File: src/rtl/tmr_io_pkg.sv
package tmr_io_pkg;

   localparam int FLD_W = 4;

   typedef enum logic [1:0] {
      ACT_NONE = 2'b00,
      ACT_CLR  = 2'b01,
      ACT_SET  = 2'b10,
      ACT_TGL  = 2'b11
   } oc_act_e;

   typedef enum logic [2:0] {
      SRC_OFF  = 3'd0,
      SRC_RISE = 3'd1,
      SRC_FALL = 3'd2,
      SRC_BOTH = 3'd3,
      SRC_NBR  = 3'd4
   } cap_src_e;

   typedef struct packed {
      logic     is_cap;
      logic     init_lvl;
      oc_act_e  act;
      cap_src_e src;
   } mode_t;

   function automatic mode_t decode_mode(input logic [FLD_W-1:0] code);
      mode_t m;
      m.is_cap   = code[3];
      m.init_lvl = code[2];
      m.act      = code[3] ? ACT_NONE : oc_act_e'(code[1:0]);
      if (!code[3])          m.src = SRC_OFF;
      else if (code[2])      m.src = SRC_NBR;
      else if (code[1])      m.src = SRC_BOTH;
      else if (code[0])      m.src = SRC_FALL;
      else                   m.src = SRC_RISE;
      return m;
   endfunction

endpackage

File: src/rtl/tmr_pin_sync.sv
module tmr_pin_sync #(
   parameter int STAGES = 2
) (
   input  logic clk,
   input  logic rst_n,
   input  logic pin,
   output logic rise,
   output logic fall
);
   localparam int CHAIN_W = STAGES + 1;

   generate
      if (STAGES < 2) begin : g_bad_stages
         $error("tmr_pin_sync: STAGES must be at least 2");
      end
   endgenerate

   logic [CHAIN_W-1:0] chain_q;

   always_ff @(posedge clk or negedge rst_n) begin
      if (!rst_n) chain_q <= '0;
      else        chain_q <= {chain_q[CHAIN_W-2:0], pin};
   end

   logic cur, prev;
   assign cur  = chain_q[STAGES-1];
   assign prev = chain_q[STAGES];
   assign rise = cur & ~prev;
   assign fall = ~cur & prev;
endmodule

File: src/rtl/tmr_gr_unit.sv
module tmr_gr_unit
   import tmr_io_pkg::*;
#(
   parameter int CW = 16
) (
   input  logic             clk,
   input  logic             rst_n,
   input  logic [FLD_W-1:0] fld,
   input  logic             fld_wr,
   input  logic [FLD_W-1:0] fld_new,
   input  logic [CW-1:0]    cnt,
   input  logic             gr_we,
   input  logic [CW-1:0]    gr_wdata,
   input  logic             pin_rise,
   input  logic             pin_fall,
   input  logic             nbr_hit,
   output logic [CW-1:0]    gr_q,
   output logic             pin_out,
   output logic             pin_oe
);
   mode_t m;
   assign m = decode_mode(fld);

   logic cap_evt;
   always_comb begin
      unique case (m.src)
         SRC_RISE: cap_evt = pin_rise;
         SRC_FALL: cap_evt = pin_fall;
         SRC_BOTH: cap_evt = pin_rise | pin_fall;
         SRC_NBR:  cap_evt = nbr_hit;
         default:  cap_evt = 1'b0;
      endcase
   end

   logic          fired_q;
   logic [CW-1:0] fire_cnt_q;
   logic          match, cmp_evt;
   assign match   = !m.is_cap && (cnt == gr_q);
   assign cmp_evt = match && !(fired_q && (fire_cnt_q == cnt));

   always_ff @(posedge clk or negedge rst_n) begin
      if (!rst_n) begin
         gr_q <= '0;
      end else if (cap_evt) begin
         gr_q <= cnt;
      end else if (gr_we) begin
         gr_q <= gr_wdata;
      end
   end

   always_ff @(posedge clk or negedge rst_n) begin
      if (!rst_n) begin
         fired_q    <= 1'b0;
         fire_cnt_q <= '0;
      end else if (cmp_evt) begin
         fired_q    <= 1'b1;
         fire_cnt_q <= cnt;
      end else if (fired_q && (fire_cnt_q != cnt)) begin
         fired_q    <= 1'b0;
      end
   end

   logic init_wr;
   assign init_wr = fld_wr && !fld_new[3] && (fld_new[1:0] != 2'b00);

   always_ff @(posedge clk or negedge rst_n) begin
      if (!rst_n) begin
         pin_out <= 1'b0;
      end else if (init_wr) begin
         pin_out <= fld_new[2];
      end else if (cmp_evt) begin
         unique case (m.act)
            ACT_CLR: pin_out <= 1'b0;
            ACT_SET: pin_out <= 1'b1;
            ACT_TGL: pin_out <= ~pin_out;
            default: pin_out <= pin_out;
         endcase
      end
   end

   assign pin_oe = !m.is_cap && (m.act != ACT_NONE);
endmodule

File: src/rtl/tmr_io_chan.sv
module tmr_io_chan
   import tmr_io_pkg::*;
#(
   parameter int CW          = 16,
   parameter int NGR         = 2,
   parameter int SYNC_STAGES = 2,
   parameter bit HAS_NBR     = 1'b1
) (
   input  logic                   clk,
   input  logic                   rst_n,
   input  logic                   ctl_we,
   input  logic [FLD_W*NGR-1:0]   ctl_wdata,
   output logic [FLD_W*NGR-1:0]   ctl_rdata,
   input  logic [NGR-1:0]         gr_we,
   input  logic [CW-1:0]          gr_wdata,
   output logic [NGR*CW-1:0]      gr_rdata,
   input  logic [CW-1:0]          cnt,
   input  logic                   nbr_evt,
   input  logic                   nbr_fast,
   input  logic [NGR-1:0]         tpin_in,
   output logic [NGR-1:0]         tpin_out,
   output logic [NGR-1:0]         tpin_oe
);
   localparam int CTL_W = FLD_W * NGR;

   generate
      if (CW < 2)  begin : g_bad_cw  $error("tmr_io_chan: CW too small"); end
      if (NGR < 1) begin : g_bad_ngr $error("tmr_io_chan: NGR must be >= 1"); end
   endgenerate

   logic [CTL_W-1:0] ctl_q;
   always_ff @(posedge clk or negedge rst_n) begin
      if (!rst_n)      ctl_q <= '0;
      else if (ctl_we) ctl_q <= ctl_wdata;
   end
   assign ctl_rdata = ctl_q;

   logic nbr_hit;
   generate
      if (HAS_NBR) begin : g_nbr
         assign nbr_hit = nbr_evt & ~nbr_fast;
      end else begin : g_no_nbr
         assign nbr_hit = 1'b0;
      end
   endgenerate

   generate
      for (genvar g = 0; g < NGR; g++) begin : g_gr
         logic rise, fall;

         tmr_pin_sync #(.STAGES(SYNC_STAGES)) u_sync (
            .clk   (clk),
            .rst_n (rst_n),
            .pin   (tpin_in[g]),
            .rise  (rise),
            .fall  (fall)
         );

         tmr_gr_unit #(.CW(CW)) u_unit (
            .clk      (clk),
            .rst_n    (rst_n),
            .fld      (ctl_q[g*FLD_W +: FLD_W]),
            .fld_wr   (ctl_we),
            .fld_new  (ctl_wdata[g*FLD_W +: FLD_W]),
            .cnt      (cnt),
            .gr_we    (gr_we[g]),
            .gr_wdata (gr_wdata),
            .pin_rise (rise),
            .pin_fall (fall),
            .nbr_hit  (nbr_hit),
            .gr_q     (gr_rdata[g*CW +: CW]),
            .pin_out  (tpin_out[g]),
            .pin_oe   (tpin_oe[g])
         );
      end
   endgenerate
endmodule

File: config.mk
export PLATFORM = sky130hd
export DESIGN_NAME = tmr_io_chan
export DESIGN_NICKNAME = d
export VERILOG_FILES = /design/src/rtl/tmr_io_pkg.sv /design/src/rtl/tmr_pin_sync.sv /design/src/rtl/tmr_gr_unit.sv /design/src/rtl/tmr_io_chan.sv
export SDC_FILE = /design/constraint.sdc
export NUM_CORES = 1
export LEC_CHECK = 0
export BUFFER_PORTS_ARGS = -buffer_cell sky130_fd_sc_hd__buf_2
export CORE_ASPECT_RATIO = 0.9
export CORE_MARGIN = 2
export CORE_UTILIZATION = 59
export DETAILED_ROUTE_END_ITERATION = 8
export PLACE_DENSITY = 0.95
export SLEW_MARGIN = 20
export SYNTH_ARGS = -nofsm -noshare
export SYNTH_HDL_FRONTEND = slang
export SYNTH_HIERARCHICAL = 1
export SYNTH_SLANG_ARGS = --single-unit
File: constraint.sdc
create_clock -name clk -period 3.9 [get_ports clk]
set_input_delay 0 -clock clk [delete_from_list [all_inputs] [get_ports clk]]
set_output_delay 0 -clock clk [all_outputs]
set_load 0.005 [all_outputs]
==> results.ini, run 1 <==
[drt]
routed_wl_mm=11.1
vias_per_cell=5.90
drtIter0Drc=312
vias=3397
avgRoutedWirePerCell_um=19.4
first_pass_iters=5
drc_errors=0
postRouteAntennaNets=0

[critical_path]
crit_buf_inv=1
crit_arrival_ns=2.74
worstPathCellList=and2b_2 -> mux2_2 -> o22ai_1 -> o21ai_0 -> nand2_2 -> a21oi_1 -> dlygate4sd3_1
endpoint_kind=register
crit_path_start_kind=register
crit_type=register to register
worstRegToRegCells=7
critPathMaxStageDelay_ns=0.60
path_max_fanout=32
crit_cells=7
crit_path_top_delay_cell=dlygate4sd3_1
cp_top_family=simple AND/OR/NAND/NOR gates
required_ns=4.13

[min_path]
hp-class=primary input to register
min_path_cells=3

[cts]
worstSkewPairLatency_ns=0.35
cts_setup_buffers=0
clkSinkCount=82
htree_levels=3
cts_buffers=9
cts_root_buf=clkbuf_8
clk_path_buf_depth=2
cts_tree=done
clk_pin_slew_ns=0.09

[grt]
grt_pass1_vias=3531
antenna_found_initial=0
grt_overflow=0
grt.total_usage_pct=29.7
grt_pass1_wl_mm=17.6
grt_max_degree=83

[floorplan]
io_pins=93
dieHeight_um=84.1
start_util_pct=60.3
core.rowCount=29
die_area_sq_mm=0.00781
die_w_um=93.0
core_sq_mm=0.00697

[place]
dp_cells=534
dp_hpwl_mm=6.95
port_buffers=92
routabilityCongestion=0.848

[sta]
setup_violations=0
min_period_over_period_pct=64.4
finalHoldViolCount=0
relSlewSlack_pct=26.9
slew_viol_final=0
fin_crit_ns=2.51
skew_ns=0.0114
tns_ns=0
rsz0062_at_grt=false
worst_pin_slew_ns=1.09
clock.fmax_mhz=398

[yosys]
ys_seq_area_share_pct=48.8
synth_cells=362
ys_ff_latch=82
synth_warnings=6
avgSynthCellArea_sq_um=11.6
synth_area_sq_mm=0.00420
synth_cell_types=28
synth_nets=411

[layout]
final_cell_mix=91 x buf_2, 82 x dfrtp_1, 38 x nor2_1, 34 x mux2_2
final_common_cell=buf_2
area_growth_pct=23.4
drive_gt1_share_pct=32.5
layout.cells.non_filler=576
insertedDiodeCount=0
utilization_pct=74.4
finalNetCount=528

[power_and_ir_drop]
irDropWorstVdd_mv=0.204
p_per_area_mw_per_mm2=400
leakagePower_nw=2.50

[run]
cap_violations=0

[run_status]
status=completed

## report_power, final
group	internal [mW]	total, mW	switching [mW]	leakage, nW
sequential	0.923	1.00	0.0785	1.03
clock	0.358	0.654	0.296	0.100
combinational	0.200	0.421	0.220	1.37
total	1.48	2.08	0.595	2.50
## cells in the mapped netlist (all sizes together)
cell,number,area [sq um]
a211o,2,17.5
a21oi,32,160
and2b,2,17.5
and3,2,15.0
and4b,2,20.0
buf,7,48.8
clkbuf,6,22.5
dfrtp,82,2050
inv,8,30.0
mux2,42,503
mux2i,32,320
nand2,8,30.0
nand3,2,10.0
nand4,8,50.1
nor2,40,183
nor2b,3,18.8
nor4,8,50.1
o211ai,2,15.0
o21ai,2,10.0
o22ai,2,12.5
o311a,2,20.0
or2,2,12.5
or4,2,22.5
xnor2,32,280
xor2,32,280
## layer usage
layer / global-route usage [%] / part of all wire (%)
met1: 38.4 / 39
met2: 46.6 / 48
met3: 6.78 / 8.6
met4: 15.6 / 4.5
met5: 0 / 0
## cells by family after synthesis
logic type | Yosys count | synth area share (%)
AOI/OAI and AO/OA | 42 | 5.60
xor gates and xnor gates | 64 | 13.3
buffers and inverters | 21 | 2.41
DFF | 82 | 48.8
muxes | 74 | 19.6
and+or+nand+nor | 79 | 10.2
## state kept, by name, indices dropped and copies added, names as in the netlist
signal	count
ctl_rdata	8
g_gr.u_sync/chain_q	6
g_gr.u_unit/fire_cnt_q	32
g_gr.u_unit/fired_q	2
g_gr.u_unit/gr_q	32
g_gr.u_unit/pin_out	2
## worst register-to-register path, stage by stage, from the launching register on
cell and delay (ns):
dfrtp_1 0.35, and2b_2 0.23, mux2_2 0.26, o22ai_1 0.15, o21ai_0 0.13, nand2_2 0.52, a21oi_1 0.15, dlygate4sd3_1 0.60
## stage by stage
stage               setup slack, ns  instance area (sq um)  total power [mW]  hold WS (ns)
floorplan                      1.75                   4200              1.20        -0.296
CTS                            1.19                   5180              2.06       0.00431
global placement               1.48                   4710              1.37         0.109
finish                         1.39                   5190              2.08        0.0124
global route                   1.23                   5190              2.17        0.0256
detailed placement             1.46                   4710              1.39         0.109
## final timing paths
path / startpoint / to / slack [ns]
min in group asynchronous: rst_n / g_gr[0].u_sync/chain_q[0] / 0.27
worst min-delay path: cnt[2] / g_gr[1].u_unit/gr_q[2] / 0.01
worst min register to register: g_gr[0].u_sync/chain_q[0] / g_gr[0].u_sync/chain_q[1] / 0.36
worst max-delay path: g_gr[0].u_sync/chain_q[1] / g_gr[0].u_unit/gr_q[3] / 1.39
max in group asynchronous: rst_n / g_gr[1].u_unit/gr_q[12] / 3.14
worst max register to register: g_gr[0].u_sync/chain_q[1] / g_gr[0].u_unit/gr_q[3] / 1.39
## area by class of cell
cell class / count / area [sq um]
clock buffer: 12 / 135
fill: 396 / 1780
timing repair buffer: 119 / 737
multi-input combinational: 259 / 2050
sequential: 82 / 2050
inverter: 8 / 30.0
tap: 93 / 116
clock inverter: 3 / 65.1
## repair_timing
| action | in CTS | in global routing |
|---|---|---|
| resized for setup | 0 | 0 |
| setup endpoints to repair | 0 | 0 |
| hold buffers | 27 | 0 |
| hold endpoints to repair | 113 | 0 |
Note: power is estimated with default switching activity, not from simulation.
==> inputs of run 2 (changes only) <==
--- a/config.mk
+++ b/config.mk
@@ -5,12 +5,13 @@
 export SDC_FILE = /design/constraint.sdc
 export NUM_CORES = 1
 export LEC_CHECK = 0
+export ABC_AREA = 1
 export BUFFER_PORTS_ARGS = -buffer_cell sky130_fd_sc_hd__buf_2
 export CORE_ASPECT_RATIO = 0.9
 export CORE_MARGIN = 2
-export CORE_UTILIZATION = 59
+export CORE_UTILIZATION = 50
 export DETAILED_ROUTE_END_ITERATION = 8
-export PLACE_DENSITY = 0.95
+export PLACE_DENSITY = 0.86
 export SLEW_MARGIN = 20
 export SYNTH_ARGS = -nofsm -noshare
 export SYNTH_HDL_FRONTEND = slang
==> constraint.sdc (replaced) <==
create_clock -name clk -period 2.1 [get_ports clk]
set_input_delay 0 -clock clk [delete_from_list [all_inputs] [get_ports clk]]
set_output_delay 0 -clock clk [all_outputs]
set_load 0.005 [all_outputs]
==> run 2 against run 1 <==
Against the previous run:
- first-iteration DRC count fell by 3.2%
- flip-flop and latch count did not move
- area after synthesis rose by 10%
- largest cell class is now multi-input gates
- via count rose by 35%
- core utilization fell by 9.0 points
- routed wire length rose by 19%
- clock skew fell by 0.0049 ns
- total power rose by 91%
==> results.ini, run 2 <==
[drt]
drc_errors=0  ; unchanged
routed_wl_mm=13.3  ; +19%
first_pass_iters=5  ; unchanged
postRouteAntennaNets=0  ; unchanged
avgRoutedWirePerCell_um=15.5  ; -20%
vias=4587  ; +35%
vias_per_cell=5.33  ; -9.7%
drtIter0Drc=302  ; -3.2%

[layout]
final_common_cell=nand2_1
layout.cells.non_filler=861  ; +49%
drive_gt1_share_pct=26.9  ; -5.6 points
finalNetCount=783  ; +48%
insertedDiodeCount=0  ; unchanged
final_cell_mix=174 x nand2_1, 91 x buf_2, 82 x dfrtp_1, 69 x inv_1, 50 x dlygate4sd3_1
area_growth_pct=27.9

[grt]
grt_overflow=0  ; unchanged
grt_pass1_wl_mm=22.0  ; +24%
grt_max_degree=35  ; -58%
met1_usage_pct=37.0  ; -1.4 points
grt.met3_usage_pct=6.70  ; -0.077 points
gr-usage-met2_pct=45.1  ; -1.6 points
grt_pass1_vias=4504  ; +28%
grt.total_usage_pct=28.3  ; -1.4 points
antenna_found_initial=0  ; unchanged
busiest_layer=met2

[sta]
slew_viol_final=0  ; unchanged
finalHoldViolCount=0  ; unchanged
setup_violations=0  ; unchanged
skew_ns=0.00655  ; -0.00486 ns
clock.fmax_mhz=516  ; +30%
rsz0062_at_grt=false
worst_pin_slew_ns=0.606  ; -0.487 ns
fin_crit_ns=1.94  ; -0.573 ns
min_period_over_period_pct=92.3  ; +28 points
tns_ns=0  ; unchanged
relSlewSlack_pct=59.5  ; +33 points

[yosys]
synth_area_leaders=dfrtp_1 44%, nand2_1 14%, o21ai_2 6.1%
synth_cells=590  ; +63%
synth_warnings=6  ; unchanged
synth_area_sq_mm=0.00463  ; +10%
ys_async_sr_fraction_pct=100  ; unchanged
synth.most_common_cell=nand2_1
synth_nets=639  ; +55%
synth_cell_types=25  ; -11%
post-synth-top-area-cell=dfrtp_1
synth_top_area_share_pct=44.3  ; -4.5 points
ys_ff_latch=82  ; unchanged
avgSynthCellArea_sq_um=7.85  ; -32%
synth_edf_count=0  ; unchanged
ys_seq_area_share_pct=44.3  ; -4.5 points
ys_top_cells_by_count=174 x nand2_1, 82 x dfrtp_1, 69 x inv_1
synthFlopType=dfrtp_1

[critical_path]
crit_buf_inv=3  ; +2
r2r_slack_ns=0.16  ; -1.23 ns
worstPathCellList=inv_1 -> a21oi_1 -> o21ai_4 -> buf_6 -> nand3_1 -> dlygate4sd3_1 -> o221ai_1
worstRegToRegCells=7  ; unchanged
crit_path_top_delay_cell=dlygate4sd3_1
path_max_fanout=34  ; +6.3%
critPathMaxStageDelay_ns=0.55  ; -0.05 ns
crit_cells=7  ; unchanged
crit_arrival_ns=2.15  ; -0.59 ns
crit_type=register to register
endpoint_kind=register
cp_top_family=buffers and inverters
required_ns=2.32  ; -1.81 ns
crit_path_start_kind=register

[floorplan]
start_util_pct=51.2  ; -9.1 points
die_w_um=105  ; +13%
dieHeight_um=95.3  ; +13%
io_pins=93  ; unchanged
die_area_sq_mm=0.0100  ; +29%
core_sq_mm=0.00904  ; +30%
core.rowCount=33  ; +14%

[power_and_ir_drop]
leakagePower_nw=3.00  ; +20%
irDropWorstVdd_mv=0.354  ; +73%
p_per_area_mw_per_mm2=670  ; +67%

[min_path]
hp-class=primary input to register
min_path_cells=3  ; unchanged

[place]
dp_cells=795  ; +49%
dp_hpwl_mm=9.37  ; +35%
port_buffers=92  ; unchanged
routabilityCongestion=0.933  ; +10%

[cts]
cts_root_buf=clkbuf_8
htree_levels=3  ; unchanged
clk_path_buf_depth=2  ; unchanged
cts_buffers=9  ; unchanged
cts_tree=done
clk_pin_slew_ns=0.08  ; about the same
worstSkewPairLatency_ns=0.36  ; about the same
clkSinkCount=82  ; unchanged

[run]
cap_violations=0  ; unchanged

[run_status]
status=completed

-- run 2: kinds of logic after synthesis --
logic type	after synthesis	share of synthesized area [%]
AND/OR/NAND/NOR	297	27.4
buffers and inverters	113	10.5
AO/OA/AOI/OAI	82	14.6
flip-flops	82	44.3
XOR/XNOR	14	2.65
multiplexers	2	0.486
-- run 2: metrics by stage --
stage | area, sq um | hold slack (ns) | worst slack (ns) | utilization, % | total power, mW
floorplan | 4630 | -0.296 | 0.713 | - | 2.29
CTS | 5920 | 0.00476 | 0.111 | 65.4 | 3.97
finish | 5920 | 0.0188 | 0.163 | 65.5 | 3.97
global placement | 5200 | -0.0225 | 0.456 | 57.5 | 2.63
detailed placement | 5200 | -0.0244 | 0.395 | 57.5 | 2.65
global route | 5920 | 0.00330 | 0.0249 | 65.5 | 4.19
-- run 2: final cells by class --
type / count / area [sq um]
Sequential cell: 82 / 2050
Timing Repair Buffer: 152 / 1050
Clock inverter: 1 / 30.0
Inverter: 94 / 353
Clock buffer: 15 / 186
Multi-Input combinational cell: 395 / 2090
Tap cell: 122 / 153
Fill cell: 733 / 3120
-- run 2: worst paths after layout --
kind | startpoint | endpoint
min in group asynchronous | rst_n | g_gr[1].u_unit/fire_cnt_q[9]
max | ctl_rdata[7] | g_gr[1].u_unit/gr_q[14]
max in group asynchronous | rst_n | g_gr[0].u_unit/gr_q[14]
max reg2reg | ctl_rdata[7] | g_gr[1].u_unit/gr_q[14]
min | cnt[13] | g_gr[0].u_unit/fire_cnt_q[13]
min reg2reg | g_gr[1].u_sync/chain_q[0] | g_gr[1].u_sync/chain_q[1]
-- run 2: metal layers --
layer,up-vias,share of wire [%]
met5,-,0
met4,0,3.1
met3,36,8.8
met2,237,45
met1,2125,43
li1,2189,-
-- run 2: worst reg2reg max path: stages, from the launching register on --
cell and delay (ns):
dfrtp_1 0.45, inv_1 0.08, a21oi_1 0.24, o21ai_4 0.10, buf_6 0.20, nand3_1 0.09, dlygate4sd3_1 0.55, o221ai_1 0.10
-- run 2: timing repair --
item                                    CTS  global route
hold buffers                             50             0
resized for setup                         0             1
setup buffers                             0             0
hold endpoints to repair                102             0
endpoints found under the setup margin    0             1
-- run 2: report_power, final --
group | switching, mW | internal (mW) | leakage (nW) | total, mW
registers | 0.124 | 1.71 | 1.06 | 1.83
clock network | 0.563 | 0.682 | 0.110 | 1.25
logic | 0.510 | 0.378 | 1.84 | 0.888
